--- src/rtl/rx_trig_fifo.sv ---
module rx_trig_fifo #(
  parameter int DEPTH     = 16,
  parameter int WIDTH     = 8,
  parameter int TRIG0     = 1,
  parameter int TRIG1     = 4,
  parameter int TRIG2     = 8,
  parameter int TRIG3     = 14,
  parameter int FLUSH_BIT = 1,
  parameter int TRIG_LSB  = 6
) (
  input  logic                          clk,
  input  logic                          rst_n,
  input  logic                          rx_en,
  input  logic                          rxie,
  input  logic                          in_valid,
  input  logic [WIDTH-1:0]              in_data,
  input  logic                          cfg_we,
  input  logic [7:0]                    cfg_wdata,
  input  logic                          rd_pop,
  output logic [WIDTH-1:0]              rd_data,
  output logic [$clog2(DEPTH+1)-1:0]    level,
  output logic                          rx_full,
  output logic                          irq,
  input  logic                          irq_clr
);
  localparam int AW = (DEPTH > 1) ? $clog2(DEPTH) : 1;
  localparam int CW = $clog2(DEPTH + 1);

  logic [WIDTH-1:0] mem [DEPTH];
  logic [AW-1:0]    head, tail;
  logic [CW-1:0]    cnt, cnt_n, trig;
  logic [1:0]       tsel;
  logic             flush, push, pop, hit;
  logic             unused_cfg;

  assign unused_cfg = ^cfg_wdata;

  function automatic logic [AW-1:0] wrap_inc(input logic [AW-1:0] p);
    return (p == AW'(DEPTH - 1)) ? '0 : p + AW'(1);
  endfunction

  always_comb begin
    case (tsel)
      2'd0:    trig = CW'(TRIG0);
      2'd1:    trig = CW'(TRIG1);
      2'd2:    trig = CW'(TRIG2);
      default: trig = CW'(TRIG3);
    endcase
  end

  assign flush = cfg_we & cfg_wdata[FLUSH_BIT];
  assign push  = in_valid & rx_en & (cnt < CW'(DEPTH)) & ~flush;
  assign pop   = rd_pop & (cnt != '0) & ~flush;

  always_comb begin
    cnt_n = cnt;
    if (flush)            cnt_n = '0;
    else if (push && !pop) cnt_n = cnt + CW'(1);
    else if (pop && !push) cnt_n = cnt - CW'(1);
  end

  assign hit = push & (cnt_n >= trig);

  always_ff @(posedge clk or negedge rst_n) begin
    if (!rst_n) begin
      head    <= '0;
      tail    <= '0;
      cnt     <= '0;
      tsel    <= 2'd0;
      rx_full <= 1'b0;
      irq     <= 1'b0;
    end else begin
      cnt <= cnt_n;
      if (cfg_we) tsel <= cfg_wdata[TRIG_LSB +: 2];
      if (flush) begin
        head <= '0;
        tail <= '0;
      end else begin
        if (push) head <= wrap_inc(head);
        if (pop)  tail <= wrap_inc(tail);
      end
      if (flush)                      rx_full <= 1'b0;
      else if (hit)                   rx_full <= 1'b1;
      else if (pop && cnt_n < trig)   rx_full <= 1'b0;
      if (hit && rxie)  irq <= 1'b1;
      else if (irq_clr) irq <= 1'b0;
    end
  end

  always_ff @(posedge clk) begin
    if (push) mem[head] <= in_data;
  end

  assign rd_data = mem[tail];
  assign level   = cnt;
endmodule

--- config.mk ---
export PLATFORM = sky130hd
export DESIGN_NAME = rx_trig_fifo
export DESIGN_NICKNAME = d
export VERILOG_FILES = /design/src/rtl/rx_trig_fifo.sv
export SDC_FILE = /design/constraint.sdc
export NUM_CORES = 1
export LEC_CHECK = 0
export BUFFER_PORTS_ARGS = -buffer_cell sky130_fd_sc_hd__buf_4
export CAP_MARGIN = 20
export CORE_UTILIZATION = 50
export DETAILED_ROUTE_END_ITERATION = 6
export PLACE_DENSITY = 0.68
export SLEW_MARGIN = 10
export SYNTH_ARGS = -nofsm -noshare
export SYNTH_HDL_FRONTEND = slang
export SYNTH_SLANG_ARGS = --single-unit
--- constraint.sdc ---
create_clock -name clk -period 7.5 [get_ports clk]
set_clock_uncertainty 0.05 [all_clocks]
set_input_delay 0.375 -clock clk [delete_from_list [all_inputs] [get_ports clk]]
set_output_delay 0.375 -clock clk [all_outputs]
set_load 0.05 [all_outputs]
==> run summary <==
The critical path required time was 7.75 ns. Grouping stages by cell kind, the critical path spends the most delay in simple AND/OR/NAND/NOR gates. The run gives 2 as the maximum buffer depth of the clock tree. Buffers placed on the I/O ports in this run total 33. Clock tree synthesis selected as its root buffer the cell sky130_fd_sc_hd__clkbuf_16. The number of buffers inserted for hold repair after clock tree synthesis was 1. The number of synthesized flops with an enable pin was 128. The die boundary width is 112 um. Clock-pin slew was measured on the worst setup and hold paths at 0.05 ns.

The first global-routing pass estimated 18,800 um of wire. The worst path needs 3.29 ns of the cycle, external delays included. Number of top-level pins: 39. The run gives 2.39 nW as the static leakage. The share of synthesized registers carrying an async set or reset works out to 0.117. After floorplanning, the core was divided into 39 placement rows. The total routing usage reported by global routing was 0.208. The tools report the starting density of the core as 0.523.

The final count of hold timing violations is 0. The areal power density over the cells was 344 nW/um^2; the final wirelength was 11,900 um. Remaining number of nets flagged by the antenna check after routing: 0. For the final weighted congestion in routability-driven placement, the log shows 0.802.

The met1 track demand over resource is 0.305, and the height of the die is 112 um. Setup repair after global routing left no endpoint under its margin. The critical path goes through inv_1 -> ha_1 -> or4b_1 -> and4_4 -> nor3_1 -> nor3b_2 -> ha_1 -> a21o_1 -> a221oi_1 -> a31oi_1 -> a31o_2. The library cell with the largest summed area after synthesis was sky130_fd_sc_hd__edfxtp_1.

The count of final max-slew check failures came out at 0. The total negative setup slack is 0 ns. After synthesis, the netlist uses 50 different library cells. At the pin with the least slew margin, the transition time is 0.991 ns. The run gives 4 as the H-tree depth. The global routing's busiest layer was met1. The tools report the met2 usage as 0.300. Cell repeated most along the worst path: sky130_fd_sc_hd__ha_1.

The number of clock buffers inserted by TritonCTS came out at 17. The number of antenna diodes in the final layout is 0. The worst path buffer plus inverter count was 1; the maximum clock frequency was 304 MHz. In the routed layout, each cell is associated on average with a via count of 6.00. The pre-antenna-repair detailed-routing pass consisted of 5 iterations. The final global-route overflow total was 0; the number of design-rule violations left by the first detailed-router iteration was 382.

The type of element launching the critical path is a flip-flop. The area share of the largest cell type after synthesis works out to 0.632. The tree built by TritonCTS fans out to 145 sinks. The count of mapped cells out of synthesis was 362; the half-perimeter wire length after detailed placement was 7490 um. By instance count, the leading cell after synthesis is sky130_fd_sc_hd__edfxtp_1.

The mean instance size in the synthesized netlist came out at 16.8 sq um. From synthesis to final layout, the design area changed by 15.1%. For the number of global-route vias before repair, the log shows 3,321. The detailed router placed 3,328 vias in this run.

The region available for standard cell placement spans 11,600 sq um. The tool flagged a number of max-cap violations equal to 0. The final-report setup violation count is 0. The share of the yosys chip area belonging to registers was 0.702. The nature of the critical path endpoint is a flip-flop. The final worst-path cycle share was 0.439. Predominant post-synthesis flop cell: sky130_fd_sc_hd__edfxtp_1. The critical path in this run is classified as flip-flop to flip-flop.

The tools report the worst-case setup slack after placement as 4.23 ns. In the final design database the tool counted 437 nets. The number of antenna violations at the first check in global routing is 0. Among all stages on the critical path, the largest delay is contributed by sky130_fd_sc_hd__or4b_1. The largest voltage drop on the vdd net was 0.217 mV; the highest cell delay on the worst timing path was 0.61 ns. After detailed routing, the average wire length per cell comes to 21.4 um. At the later pin of the worst-skew pair, clock insertion delay measures 0.41 ns. The tools report the arrival time at the worst endpoint as 3.54 ns.

After clock tree synthesis, the repair step resized 0 gates. The slack of the critical path is 4.21 ns, and the net count after synthesis is 397. The floorplan die area came out at 12,600 sq um. The flow ran to the end, and the final reports show no timing, DRC or antenna violations. Entering global routing, the biggest net connects 46 pins.

Post-CTS setup buffer count: 0. Post-synthesis sequential element count: 145. The share of cells above drive strength 1 is 0.226. The met3 demand-to-capacity share in global routing was 0.0572; the critical-path maximum fanout was 7. For the relative max-transition margin, the log shows 0.337. TritonCTS built the clock tree. The number of warnings reported in the yosys synthesis log was 0. The worst hold path belongs to the class input port to flip-flop.

The commonest cells after synthesis are sky130_fd_sc_hd__edfxtp_1 (128), sky130_fd_sc_hd__mux4_2 (24), sky130_fd_sc_hd__nand2_1 (21), sky130_fd_sc_hd__mux2i_1 (20), sky130_fd_sc_hd__nor2_1 (18). The logs give 6080 sq um for the post-synthesis instance area and 0 for the post-detailed-route DRC marker count. After synthesis, the cell types taking the most area are sky130_fd_sc_hd__edfxtp_1 (63%), sky130_fd_sc_hd__mux4_2 (8.9%), sky130_fd_sc_hd__dfrtp_1 (7.0%), sky130_fd_sc_hd__mux2i_1 (3.3%), sky130_fd_sc_hd__ha_1 (2.3%).
[where the power goes]
group	switching (W)	internal, W
Sequential	0.0000317	0.000909
Combinational	0.000429	0.000270
Clock	0.000290	0.000475
Total	0.000750	0.00165
[sequential cells by signal, indices dropped and copies added (netlist names)]
signal and count:
irq 1, level 5, mem 128, tail 4
tsel 2, rx_full 1, head 4
[metal layers]
metal | vias to the layer above | share of wire | routed length, um
li1 | 1519 | - | -
met1 | 1690 | 0.46 | 5450
met3 | 16 | 0.058 | 693
met4 | 0 | 0.016 | 191
met2 | 103 | 0.47 | 5530
met5 | - | 0 | 0
[final cells by class]
cell class,instances,area (sq um)
Clock inverter,10,96.3
Clock buffer,19,433
Timing Repair Buffer,40,303
Tap cell,143,179
Inverter,12,45.0
Fill cell,857,4620
Sequential cell,145,4270
Multi-Input combinational cell,186,1670
[worst register-to-register path, cell delays in order (launching register included)]
cell and delay, ns:
sky130_fd_sc_hd__dfrtp_1 0.47, sky130_fd_sc_hd__inv_1 0.09, sky130_fd_sc_hd__ha_1 0.20, sky130_fd_sc_hd__or4b_1 0.61, sky130_fd_sc_hd__and4_4 0.25, sky130_fd_sc_hd__nor3_1 0.18, sky130_fd_sc_hd__nor3b_2 0.09, sky130_fd_sc_hd__ha_1 0.35
sky130_fd_sc_hd__a21o_1 0.17, sky130_fd_sc_hd__a221oi_1 0.30, sky130_fd_sc_hd__a31oi_1 0.18, sky130_fd_sc_hd__a31o_2 0.24
[stage by stage]
step / util / std cells / hold slack, ns / power [W] / area [sq um]
6_report: 0.602 / 555 / 0.138 / 0.00240 / 7000
5_1_grt: 0.602 / 555 / 0.130 / 0.00250 / 7000
4_1_cts: 0.602 / 555 / 0.124 / 0.00242 / 7000
3_5_place_dp: 0.556 / 525 / 0.208 / 0.00166 / 6460
3_3_place_gp: 0.556 / 525 / 0.204 / 0.00165 / 6460
2_1_floorplan: - / 362 / 0.0294 / 0.00148 / 6080
[logic make-up after synthesis]
kind of cell	Yosys count	share of synthesized area
adders and majority gates	11	0.0226
muxes	44	0.122
AOI/OAI and AO/OA	56	0.0630
and+or+nand+nor	71	0.0616
buffers and inverters	31	0.0226
DFF	145	0.702
xor gates and xnor gates	4	0.00576
[final timing paths]
kind | from | end | slack (ns) | cells after the start
setup reg to reg | level[1]$_DFF_PN0_ | rx_full$_DFFE_PN0P_ | 4.21 | 11
hold reg to reg | irq$_DFFE_PN0P_ | irq$_DFFE_PN0P_ | 0.46 | 1
setup / recovery | level[1]$_DFF_PN0_ | rx_full$_DFFE_PN0P_ | 4.21 | 11
min in group asynchronous | rst_n | level[0]$_DFF_PN0_ | 0.34 | 2
hold / removal | rxie | irq$_DFFE_PN0P_ | 0.14 | 2
max in group asynchronous | rst_n | tail[0]$_DFFE_PN0P_ | 6.85 | 2
[placed cells by master, fill, tap and decap left out, drive strengths merged, types with 2 or more instances in the layout]
cell	count
a21oi	13
a221oi	5
a22oi	4
a311oi	2
a32oi	8
and2	3
buf	39
bufinv	2
clkbuf	19
clkinv	7
dfrtp	17
edfxtp	128
ha	11
inv	12
mux2i	20
mux4	24
nand2	22
nand3	3
nand4	2
nor2	18
nor3	8
nor4	2
o21ai	14
or3	2
or4	2
xnor2	4
Power figures use the tool's default switching activity.
